==> config.mk <==
export PLATFORM = sky130hd
export DESIGN_NAME = mc_core
export DESIGN_NICKNAME = d
export VERILOG_FILES = /design/src/rtl/mc_pkg.sv /design/src/rtl/mc_immgen.sv /design/src/rtl/mc_alu.sv /design/src/rtl/mc_regfile.sv /design/src/rtl/mc_ctrl.sv /design/src/rtl/mc_core.sv
export SDC_FILE = /design/constraint.sdc
export NUM_CORES = 2
export LEC_CHECK = 0
export BUFFER_PORTS_ARGS = -buffer_cell sky130_fd_sc_hd__buf_2
export CELL_PAD_IN_SITES_DETAIL_PLACEMENT = 1
export CELL_PAD_IN_SITES_GLOBAL_PLACEMENT = 1
export CORE_MARGIN = 8
export CORE_UTILIZATION = 40
export CTS_BUF_LIST = sky130_fd_sc_hd__clkbuf_8
export CTS_CLUSTER_DIAMETER = 40
export DETAILED_ROUTE_END_ITERATION = 8
export PLACE_DENSITY_LB_ADDON = 0.05
export SYNTH_ARGS = -nofsm -noshare
export SYNTH_HDL_FRONTEND = slang
export SYNTH_HIERARCHICAL = 1
export SYNTH_SLANG_ARGS = --single-unit
==> constraint.sdc <==
create_clock -name clk -period 10.6 [get_ports clk]
set_clock_uncertainty 0.05 [all_clocks]
set_input_delay 0 -clock clk [delete_from_list [all_inputs] [get_ports clk]]
set_output_delay 0 -clock clk [all_outputs]
set_load 0.01 [all_outputs]
==> src/rtl/mc_pkg.sv <==
package mc_pkg;

   localparam logic [6:0] OPC_LOAD   = 7'b0000011;
   localparam logic [6:0] OPC_STORE  = 7'b0100011;
   localparam logic [6:0] OPC_BRANCH = 7'b1100011;
   localparam logic [6:0] OPC_REG    = 7'b0110011;
   localparam logic [6:0] OPC_IMM    = 7'b0010011;

   typedef enum logic [2:0] {
      ST_FETCH  = 3'd0,
      ST_DECODE = 3'd1,
      ST_EXEC   = 3'd2,
      ST_MEM    = 3'd3,
      ST_WB     = 3'd4
   } step_t;

   typedef enum logic [2:0] {
      K_NONE   = 3'd0,
      K_LOAD   = 3'd1,
      K_STORE  = 3'd2,
      K_BRANCH = 3'd3,
      K_REG    = 3'd4,
      K_IMM    = 3'd5
   } kind_t;

   typedef enum logic [3:0] {
      A_ADD, A_SUB, A_SLL, A_SLT, A_ZERO, A_XOR, A_SRL, A_OR, A_AND
   } alu_op_t;

   function automatic kind_t opc_kind(logic [6:0] opc);
      case (opc)
         OPC_LOAD:   return K_LOAD;
         OPC_STORE:  return K_STORE;
         OPC_BRANCH: return K_BRANCH;
         OPC_REG:    return K_REG;
         OPC_IMM:    return K_IMM;
         default:    return K_NONE;
      endcase
   endfunction

   function automatic alu_op_t func_op(logic [2:0] f3, logic alt, logic is_reg);
      case (f3)
         3'b000:  return (is_reg && alt) ? A_SUB : A_ADD;
         3'b001:  return A_SLL;
         3'b010:  return A_SLT;
         3'b011:  return A_ZERO;
         3'b100:  return A_XOR;
         3'b101:  return A_SRL;
         3'b110:  return A_OR;
         default: return A_AND;
      endcase
   endfunction

   function automatic logic writes_reg(kind_t k);
      return (k == K_LOAD) || (k == K_REG) || (k == K_IMM);
   endfunction

endpackage

==> src/rtl/mc_immgen.sv <==
module mc_immgen
   import mc_pkg::*;
#(
   parameter int XLEN = 32
) (
   input  logic [31:0]     ir,
   input  kind_t           kind,
   output logic [XLEN-1:0] imm
);
   localparam int FIELD_W = 12;

   logic [FIELD_W-1:0] field;

   always_comb begin
      if (kind == K_STORE || kind == K_BRANCH)
         field = {ir[31:25], ir[11:7]};
      else
         field = ir[31:20];
   end

   assign imm = {{(XLEN-FIELD_W){field[FIELD_W-1]}}, field};
endmodule

==> src/rtl/mc_alu.sv <==
module mc_alu
   import mc_pkg::*;
#(
   parameter int XLEN         = 32,
   parameter bit BARREL_SHIFT = 1'b1
) (
   input  logic [XLEN-1:0] opa,
   input  logic [XLEN-1:0] opb,
   input  alu_op_t         op,
   output logic [XLEN-1:0] res
);
   localparam int SHW = $clog2(XLEN);

   logic [SHW-1:0]  shamt;
   logic [XLEN-1:0] shl, shr;

   assign shamt = opb[SHW-1:0];

   generate
      if (BARREL_SHIFT) begin : g_staged
         logic [XLEN-1:0] lst [SHW+1];
         logic [XLEN-1:0] rst [SHW+1];
         assign lst[0] = opa;
         assign rst[0] = opa;
         for (genvar s = 0; s < SHW; s++) begin : g_stage
            assign lst[s+1] = shamt[s] ? (lst[s] << (1 << s)) : lst[s];
            assign rst[s+1] = shamt[s] ? (rst[s] >> (1 << s)) : rst[s];
         end
         assign shl = lst[SHW];
         assign shr = rst[SHW];
      end else begin : g_flat
         assign shl = opa << shamt;
         assign shr = opa >> shamt;
      end
   endgenerate

   always_comb begin
      case (op)
         A_ADD:   res = opa + opb;
         A_SUB:   res = opa - opb;
         A_SLL:   res = shl;
         A_SLT:   res = {{(XLEN-1){1'b0}}, ($signed(opa) < $signed(opb))};
         A_XOR:   res = opa ^ opb;
         A_SRL:   res = shr;
         A_OR:    res = opa | opb;
         A_AND:   res = opa & opb;
         default: res = '0;
      endcase
   end
endmodule

==> src/rtl/mc_regfile.sv <==
module mc_regfile #(
   parameter int XLEN = 32,
   parameter int NREG = 32
) (
   input  logic                    clk,
   input  logic                    rst_n,
   input  logic [$clog2(NREG)-1:0] ra1,
   input  logic [$clog2(NREG)-1:0] ra2,
   output logic [XLEN-1:0]         rd1,
   output logic [XLEN-1:0]         rd2,
   input  logic                    we,
   input  logic [$clog2(NREG)-1:0] wa,
   input  logic [XLEN-1:0]         wd
);
   localparam int AW = $clog2(NREG);

   logic [XLEN-1:0] rows [NREG];

   generate
      for (genvar i = 0; i < NREG; i++) begin : g_row
         if (i == 0) begin : g_zero
            assign rows[i] = '0;
         end else begin : g_store
            logic [XLEN-1:0] q;
            always_ff @(posedge clk or negedge rst_n) begin
               if (!rst_n)
                  q <= '0;
               else if (we && wa == AW'(i))
                  q <= wd;
            end
            assign rows[i] = q;
         end
      end
   endgenerate

   assign rd1 = rows[ra1];
   assign rd2 = rows[ra2];
endmodule

==> src/rtl/mc_ctrl.sv <==
module mc_ctrl
   import mc_pkg::*;
(
   input  logic  clk,
   input  logic  rst_n,
   input  kind_t kind,
   output step_t step
);
   step_t nxt;

   always_comb begin
      case (step)
         ST_FETCH:  nxt = ST_DECODE;
         ST_DECODE: nxt = ST_EXEC;
         ST_EXEC:   nxt = ST_MEM;
         ST_MEM:    nxt = writes_reg(kind) ? ST_WB : ST_FETCH;
         default:   nxt = ST_FETCH;
      endcase
   end

   always_ff @(posedge clk or negedge rst_n) begin
      if (!rst_n) step <= ST_FETCH;
      else        step <= nxt;
   end
endmodule

==> src/rtl/mc_core.sv <==
module mc_core
   import mc_pkg::*;
#(
   parameter int              XLEN         = 32,
   parameter logic [XLEN-1:0] RESET_PC     = '0,
   parameter bit              BARREL_SHIFT = 1'b1
) (
   input  logic            clk,
   input  logic            rst_n,
   output logic [XLEN-1:0] imem_addr,
   input  logic [31:0]     imem_rdata,
   output logic [XLEN-1:0] dmem_addr,
   output logic [XLEN-1:0] dmem_wdata,
   output logic            dmem_we,
   input  logic [XLEN-1:0] dmem_rdata
);
   localparam int NREG = 32;
   localparam int RAW  = $clog2(NREG);
   localparam logic [XLEN-1:0] STEP_BYTES = XLEN'(4);

   generate
      if (XLEN < 32 || (XLEN & (XLEN - 1)) != 0) begin : g_bad_xlen
         $error("mc_core: XLEN must be a power of two of at least 32");
      end
      if (RESET_PC[1:0] != 2'b00) begin : g_bad_pc
         $error("mc_core: RESET_PC must be word aligned");
      end
   endgenerate

   step_t           step;
   kind_t           kind;
   logic [XLEN-1:0] pc_q, npc_q, a_q, b_q, imm_q, aluout_q, lmd_q;
   logic [31:0]     ir_q;
   logic            cond_q;
   logic [XLEN-1:0] imm_w, rf_a, rf_b, alu_a, alu_b, alu_y, wb_data;
   alu_op_t         alu_op;
   logic            rf_we;

   assign kind = opc_kind(ir_q[6:0]);

   mc_ctrl u_ctrl (
      .clk  (clk),
      .rst_n(rst_n),
      .kind (kind),
      .step (step)
   );

   mc_immgen #(.XLEN(XLEN)) u_imm (
      .ir  (ir_q),
      .kind(kind),
      .imm (imm_w)
   );

   assign rf_we   = (step == ST_WB) && writes_reg(kind);
   assign wb_data = (kind == K_LOAD) ? lmd_q : aluout_q;

   mc_regfile #(.XLEN(XLEN), .NREG(NREG)) u_rf (
      .clk  (clk),
      .rst_n(rst_n),
      .ra1  (ir_q[19:15]),
      .ra2  (ir_q[24:20]),
      .rd1  (rf_a),
      .rd2  (rf_b),
      .we   (rf_we),
      .wa   (ir_q[11:7]),
      .wd   (wb_data)
   );

   always_comb begin
      alu_a  = a_q;
      alu_b  = imm_q;
      alu_op = A_ADD;
      case (kind)
         K_BRANCH: begin
            alu_a = npc_q;
            alu_b = {imm_q[XLEN-3:0], 2'b00};
         end
         K_REG: begin
            alu_b  = b_q;
            alu_op = func_op(ir_q[14:12], ir_q[30], 1'b1);
         end
         K_IMM: alu_op = func_op(ir_q[14:12], ir_q[30], 1'b0);
         default: ;
      endcase
   end

   mc_alu #(.XLEN(XLEN), .BARREL_SHIFT(BARREL_SHIFT)) u_alu (
      .opa(alu_a),
      .opb(alu_b),
      .op (alu_op),
      .res(alu_y)
   );

   always_ff @(posedge clk or negedge rst_n) begin
      if (!rst_n) begin
         pc_q     <= RESET_PC;
         npc_q    <= '0;
         ir_q     <= '0;
         a_q      <= '0;
         b_q      <= '0;
         imm_q    <= '0;
         aluout_q <= '0;
         cond_q   <= 1'b0;
         lmd_q    <= '0;
      end else begin
         case (step)
            ST_FETCH: begin
               ir_q  <= imem_rdata;
               npc_q <= pc_q + STEP_BYTES;
            end
            ST_DECODE: begin
               a_q   <= rf_a;
               b_q   <= rf_b;
               imm_q <= imm_w;
            end
            ST_EXEC: begin
               aluout_q <= alu_y;
               cond_q   <= (a_q == b_q);
            end
            ST_MEM: begin
               pc_q <= (kind == K_BRANCH && cond_q) ? aluout_q : npc_q;
               if (kind == K_LOAD) lmd_q <= dmem_rdata;
            end
            default: ;
         endcase
      end
   end

   assign imem_addr  = pc_q;
   assign dmem_addr  = aluout_q;
   assign dmem_wdata = b_q;
   assign dmem_we    = (step == ST_MEM) && (kind == K_STORE);
endmodule

# [Yosys cells after proc, flatten, opt, wreduce, memory -nomap -nowiden]
# Index checks and enable logic that the tools add are counted.
[op_classes] eq_ne=59 addsub=3 n_mux=29 n_reduce_logical=41 order_cmp=3 bitwise_logic=5
[op_table] operator="two-way mux 32 bit" count=17
[op_table] operator="binary-select mux 32 bit (select 5 bit)" count=2
[op_table] operator="one-hot mux 32 bit (8 select lines)" count=1
[op_table] operator="equality test 5 bit, second input constant" count=16
[op_table] operator="one-hot mux 32 bit (2 select lines)" count=1
[op_table] operator="one-hot mux 4 bit (7 select lines)" count=2
[op_table] operator="equality test 5 x 4 -> 1 bit, second input constant" count=8
[op_table] operator="logical AND 1 bit" count=34
[op_table] operator="adder 32 x 3 -> 32 bit, second input constant" count=1
[op_table] operator="adder 32 bit" count=1
[op_table] operator="bitwise AND 32 bit" count=1
[op_table] operator="equality test 32 bit" count=1
[op_table] operator="less-than comparator 32 bit" count=1
[op_table] operator="OR 32 bit" count=1
[op_table] operator="subtractor 32 bit" count=1
[op_table] operator="XOR 32 bit" count=1
[op_table] operator="equality test 5 x 3 -> 1 bit, second input constant" count=4
[op_table] operator="equality test 3 x 2 -> 1 bit, second input constant" count=6
[op_table] operator="equality test 3 bit, second input constant" count=6
[op_table] operator="one-hot mux 3 bit (5 select lines)" count=1
[op_table] operator="equality test 7 x 6 -> 1 bit, second input constant" count=2
[op_table] operator="equality test 4 x 3 -> 1 bit, second input constant" count=3
[op_table] operator=">= comparator 6 bit, second input constant" count=2
[op_table] operator="inverter 5 -> 6 bit" count=2
[op_table] operator="18 further kinds" count=25
[totals] wordCells=181 out_inout_bits=97 inputBits=66 ff_bits=1232

# [Logic depth before layout (Yosys ltp)]
[depth] ltp_word=10 depth_mapped=21 ltp_nobuf=17

# [Modules after synthesis]
# Netlist, hierarchy kept.
[modules_own_cells] module="mc_regfile" cells_per_inst=3639 n_inst=1 area_each_um2=53256.1
[modules_own_cells] module="mc_core" cells_per_inst=1046 n_inst=1 area_each_um2=12101.6
[modules_own_cells] module="mc_alu" cells_per_inst=1186 n_inst=1 area_each_um2=7896.3
[modules_own_cells] module="mc_immgen" cells_per_inst=33 n_inst=1 area_each_um2=291.5
[modules_own_cells] module="mc_ctrl" cells_per_inst=9 n_inst=1 area_each_um2=111.4

# [Worst setup path before layout]
# No wires, ideal clock.
[synth_timing] kind="reg2reg" start="register ir_q[2]" end="register aluout_q[30] (netlist: dmem_addr[30])" arrival_time_ps=4833 setup_time_ps=125 stages_incl_launch_ff=21 setup_slack_ps=5592 period_less_slack_ps=5008 path_cell_list="dfrtp_1 > nand4bb_4 > nor4_2 > nor2_1 > clkbuf_1 > nand2_1 > nand2_1 > inv_1 > clkbuf_1 > clkbuf_1 > ha_1 > nand2b_4 > a221oi_4 > o21ai_4 > o311ai_4 > a2111oi_4 > nor3_2 > o221ai_1 > a31oi_1 > o311ai_1 > mux2_2"
[synth_between] word_cells_on_any_way=36
[synth_rtl] element="from (decl)" line_no="mc_core.sv:33" source="logic [31:0] ir_q;"
[synth_rtl] element="from (signal assigned)" line_no="mc_core.sv:108" source="ir_q <= imem_rdata;"
[synth_rtl] element="equality test 7 x 5 -> 1 bit, or another cell as far along" line_no="mc_pkg.sv:31" source="case (opc)"
[synth_rtl] element="one-hot mux 3 bit (5 select lines) (*)" line_no="mc_pkg.sv:31"
[synth_rtl] element="equality test 3 bit or equality test 3 x 2 -> 1 bit (tied branches)" line_no="mc_core.sv:73" source="case (kind)"
[synth_rtl] element="one-hot mux 32 bit (2 select lines) (*)" line_no="mc_core.sv:73"
[synth_rtl] element="net alu_b[2]" line_no="mc_core.sv:35" source="logic [XLEN-1:0] imm_w, rf_a, rf_b, alu_a, alu_b, alu_y, wb_data;"
[synth_rtl] element="branches (longest 3 deep; another with subtractor 32 bit)"
[synth_rtl] element="one-hot mux 32 bit (8 select lines) (*)" line_no="mc_alu.sv:38" source="case (op)"
[synth_rtl] element="net alu_y[30]" line_no="mc_core.sv:35"
[synth_rtl] element="to (signal assigned)" line_no="mc_core.sv:117" source="aluout_q <= alu_y;"
[synth_rtl] element="to (decl)" line_no="mc_core.sv:32" source="logic [XLEN-1:0] pc_q, npc_q, a_q, b_q, imm_q, aluout_q, lmd_q;"
# Mark *: on every way through the listed nets, which the timed path passes.
# A chain may end at the register's enable or synchronous reset.

# [Worst setup path in the final report]
[layout_timing] start="register ir_q[5]" end="register aluout_q[30] (netlist: dmem_addr[30])"
# The elaborated chain is that of the path after synthesis.

==> run summary <==
The run finished with clean final reports. The kind of start point of the critical path was a register. The count of port buffers added during placement works out to 162. IR analysis of the VDD net gives a maximum drop of 0.173 mV. The run gives 152 as the pin count of the biggest net entering global routing. Switching fraction of total power: 0.447.

The logs give 0 for the remaining design rule violation count and 198000 um^2 for the full die area. For the number of nets at the end of the flow, the log shows 6242. The number of failing hold endpoints at the final stage came out at 0. The total of warnings raised by yosys was 6. The final count of negative-setup-slack endpoints was 0. The routed layout has 53.5k vias. Setup repair after global routing left no endpoint under its margin. For the worst hold margin, the log shows 0.259 ns.

Critical path start-end classification: register to register. Dividing the detail-routed via count by the number of cells gives 6.12. The part of the cycle the worst path needs was 0.582; the routed length per instance was 33.2 um. The relative slew slack was 0.0545. The root buffer cell chosen for the clock tree is sky130_fd_sc_hd__clkbuf_8. The worst setup path is captured at a register. Global routing finished with a remaining overflow of 0.

The total leakage power was 38.7 nW; the horizontal die dimension was 445 um. The biggest fanout along the worst timing path works out to 51. In the post-synthesis netlist, the biggest area contributors are sky130_fd_sc_hd__dfrtp_1 (43%), sky130_fd_sc_hd__mux2_2 (17%), sky130_fd_sc_hd__mux4_2 (12%). The portion of synthesized cell area occupied by the leading cell type is 0.425, and the clock period minus worst slack is 6.17 ns.

For this block, the initial DRC count from the detailed router was 3860. The clock insertion delay at the later pin of the skew report was 1.02 ns. Cell internal power was estimated by the tool at 0.0113 W. The number of nets in the synthesized netlist is 6090. The H-tree was split into 5 levels. The synthesized design contains 0 enable-type register cells. The run gives 0 as the max-cap violation count.

The run gives 6 as the number of search-and-repair iterations in the first detailed-routing pass. Combinational fraction of design power: 0.423. The run gives 6.96 ns as the data arrival at the endpoint of the critical path. The power density over cell area is 244 nW/um^2, and the clock-pin slew reported for the worst setup and hold paths after clock tree synthesis is 0.05 ns.

Routability-driven placement finished with a final weighted congestion of 0.962. Pin placement for this block handled 163 I/O pins. Counting the fill cells in the layout gives 18.9k. The sequential cell area was 31400 um^2.

Adding up every negative setup slack in the final design gives 0 ns. The run gives 423 mm as the global-route wire length before repair. The tools report the placeable core region as 183000 um^2. The share of final-layout standard cells stronger than drive strength 1 works out to 0.380. Measured along the y axis, the die boundary spans 445 um. The fraction of registers with async set or reset after synthesis works out to 1.00.

HPWL after detailed placement: 185 mm. The run gives 157 as the number of rows in the core area. The share of power burned in the clock network was 0.286; the post-route antenna net violation count was 0. The run gives 0.402 as the starting density of the core. The run gives 162 MHz as the maximum clock frequency.

Summed over all nets, the switching power comes to 0.00913 W. Counting the buffers created by CTS gives 295. The run gives 13 as the number of antenna violations at the first check in global routing.

For the all-layer global routing usage, the log shows 0.288. The logs give 0.291 for the portion of total power attributed to sequential cells and 0 for the number of post-CTS setup repair buffers. The netlist uses 91 different library cells.

After technology mapping, the gate count stands at 5913. The actual slew at the worst max-slew pin came out at 1.41 ns. For the detailed-route wire length, the log shows 290 mm. Compared with the post-synthesis result, the final layout area differs by 13.5%. The summed instance area of the synthesized netlist was 73700 um^2. After synthesis the netlist holds a flip-flop and latch count of 1252. For the number of slew-limit violations in the final report, the log shows 0.

The most used flip-flop cell after synthesis is sky130_fd_sc_hd__dfrtp_1. TritonCTS built the clock tree. The via count of the first global-routing pass came out at 57.4k. The tools report the combined area of the multi-input logic cells as 39500 um^2. sky130_fd_sc_hd__dfrtp_1 takes more of the synthesized area than any other cell. For the sequential share of the synthesized area, the log shows 0.425. Post-synthesis area per instance: 12.5 um^2.

Counting every sink on the clock net gives 1252. The clock passes through at most 4 buffers. The worst hold path belongs to the class input port to register.

The logs give 11.39 ns for the required arrival time at the worst endpoint and 0 for the number of gates resized after cts.
power groups by stage:
stage / Clock [W] / Sequential, W / Combinational, W
after floorplan: 0 / 0.00548 / 0.00561
after global placement: 0 / 0.00602 / 0.00846
after detailed placement: 0 / 0.00603 / 0.00851
after CTS: 0.00600 / 0.00595 / 0.00857
after global routing: 0.00621 / 0.00598 / 0.00906
final: 0.00583 / 0.00595 / 0.00863
metal layers:
metal | routed length (um) | global-route usage
met1 | 122000 | 0.379
met2 | 137000 | 0.467
met3 | 15700 | 0.0499
met4 | 14500 | 0.130
met5 | 0 | 0
state kept, by name (all words and copies together) (netlist names):
signal                flops
a_q                      32
cond_q                    1
dmem_addr                32
dmem_wdata               32
imem_addr                32
imm_q                    32
ir_q                     32
lmd_q                    32
npc_q                    32
u_ctrl/step               3
u_rf/g_row.g_store.q    992
critical path, stage by stage (launching register included):
cell and delay, ns:
sky130_fd_sc_hd__dfrtp_1 0.53, sky130_fd_sc_hd__nand2b_1 0.21, sky130_fd_sc_hd__nor3_4 0.14, sky130_fd_sc_hd__buf_4 0.55, sky130_fd_sc_hd__nor2_2 0.05, sky130_fd_sc_hd__buf_4 0.28, sky130_fd_sc_hd__nand2_1 0.14, sky130_fd_sc_hd__nand2_1 0.06
sky130_fd_sc_hd__buf_4 0.30, sky130_fd_sc_hd__clkinv_1 0.09, sky130_fd_sc_hd__buf_4 0.52, sky130_fd_sc_hd__ha_1 0.44, sky130_fd_sc_hd__nand2b_4 0.20, sky130_fd_sc_hd__a221oi_4 0.31, sky130_fd_sc_hd__o21ai_4 0.13, sky130_fd_sc_hd__o311ai_4 0.50
sky130_fd_sc_hd__a2111oi_4 0.25, sky130_fd_sc_hd__nor3_2 0.36, sky130_fd_sc_hd__o221ai_1 0.19, sky130_fd_sc_hd__a31oi_1 0.23, sky130_fd_sc_hd__o311ai_1 0.11, sky130_fd_sc_hd__mux2_2 0.28
synth_stat cells (8+ instances only):
library cell               instances
sky130_fd_sc_hd__nand2b_1         25
sky130_fd_sc_hd__and2_1           36
sky130_fd_sc_hd__nand3_1          39
sky130_fd_sc_hd__a22o_1          193
sky130_fd_sc_hd__nor4_1           11
sky130_fd_sc_hd__o31ai_1          71
sky130_fd_sc_hd__mux2_1          145
sky130_fd_sc_hd__o21ai_0         169
sky130_fd_sc_hd__mux2_2         1141
sky130_fd_sc_hd__o22ai_1          78
sky130_fd_sc_hd__buf_6            18
sky130_fd_sc_hd__o221ai_1         15
sky130_fd_sc_hd__a22oi_1          69
sky130_fd_sc_hd__a211o_1           8
sky130_fd_sc_hd__inv_1           103
sky130_fd_sc_hd__a211oi_1         85
sky130_fd_sc_hd__nor2_1          170
sky130_fd_sc_hd__nand2_1         380
sky130_fd_sc_hd__nor3_1           30
sky130_fd_sc_hd__clkbuf_1        305
sky130_fd_sc_hd__o21ai_1          83
sky130_fd_sc_hd__a21oi_1         124
sky130_fd_sc_hd__xor2_1           37
sky130_fd_sc_hd__a31oi_1           8
sky130_fd_sc_hd__mux2i_1         261
sky130_fd_sc_hd__a221oi_1          8
sky130_fd_sc_hd__or3_1            14
sky130_fd_sc_hd__o211ai_1         20
sky130_fd_sc_hd__and3_1           40
sky130_fd_sc_hd__buf_4            64
sky130_fd_sc_hd__a21o_1           15
sky130_fd_sc_hd__nand4_1          19
sky130_fd_sc_hd__buf_2           170
sky130_fd_sc_hd__ha_1            109
sky130_fd_sc_hd__o21bai_1          9
sky130_fd_sc_hd__dfrtp_1        1252
sky130_fd_sc_hd__mux4_2          399
sky130_fd_sc_hd__xnor2_1          51
sky130_fd_sc_hd__buf_1            19
sky130_fd_sc_hd__nor2b_1          21
cell families after synthesis:
logic type | Yosys count | synth area share
xor+xnor | 88 | 0.0105
mux | 1951 | 0.355
fa+ha+maj | 111 | 0.0191
buf+inv | 684 | 0.0429
compound gates | 1002 | 0.0941
flops | 1252 | 0.425
simple gates | 825 | 0.0530
final cells by class:
type / count / area share
multi-input combinational: 3977 / 0.472
inverter: 107 / 0.00481
antenna: 11 / 0.000329
tap: 2464 / 0.0369
sequential: 1252 / 0.375
clock inverter: 149 / 0.0149
timing repair buffer: 432 / 0.0392
clock buffer: 342 / 0.0563
per-stage QoR:
step,power (W),instances,cell area (um^2),util,setup WS (ns)
global route,0.0213,8725,83600,0.456,4.22
floorplan,0.0111,5913,73700,-,5.59
global placement,0.0145,8101,76300,0.417,4.57
CTS,0.0205,8723,83600,0.456,4.57
finish,0.0204,8734,83600,0.457,4.43
detailed placement,0.0145,8101,76300,0.417,4.61
layout by cell type, fill, tap and decap left out, types with 133 or more instances in the layout:
cell type / instances
sky130_fd_sc_hd__buf_4: 133
sky130_fd_sc_hd__nor2_1: 153
sky130_fd_sc_hd__mux2_1: 145
sky130_fd_sc_hd__a22o_1: 191
sky130_fd_sc_hd__mux4_2: 399
sky130_fd_sc_hd__buf_2: 161
sky130_fd_sc_hd__nand2_1: 367
sky130_fd_sc_hd__mux2_2: 1141
sky130_fd_sc_hd__clkbuf_8: 342
sky130_fd_sc_hd__dfrtp_1: 1242
sky130_fd_sc_hd__mux2i_1: 261
sky130_fd_sc_hd__inv_1: 167
sky130_fd_sc_hd__o21ai_0: 169
repair_timing:
| item | CTS | global route |
|---|---|---|
| hold endpoints to repair | 732 | 0 |
| hold buffers | 131 | 0 |
| setup endpoints to repair | 0 | 0 |
final timing paths:
kind	start	to	slack [ns]	cells past startpoint
min reg2reg	ir_q[25]	ir_q[25]	0.43	2
max in group asynchronous	rst_n	ir_q[20]	8.45	5
max reg2reg	ir_q[5]	dmem_addr[30]	4.43	21
min	imem_rdata[17]	ir_q[17]	0.26	5
max	ir_q[5]	dmem_addr[30]	4.43	21
min in group asynchronous	rst_n	u_rf/g_row[17].g_store.q[27]	0.27	4
No activity file was read; power rests on OpenSTA's default activity.
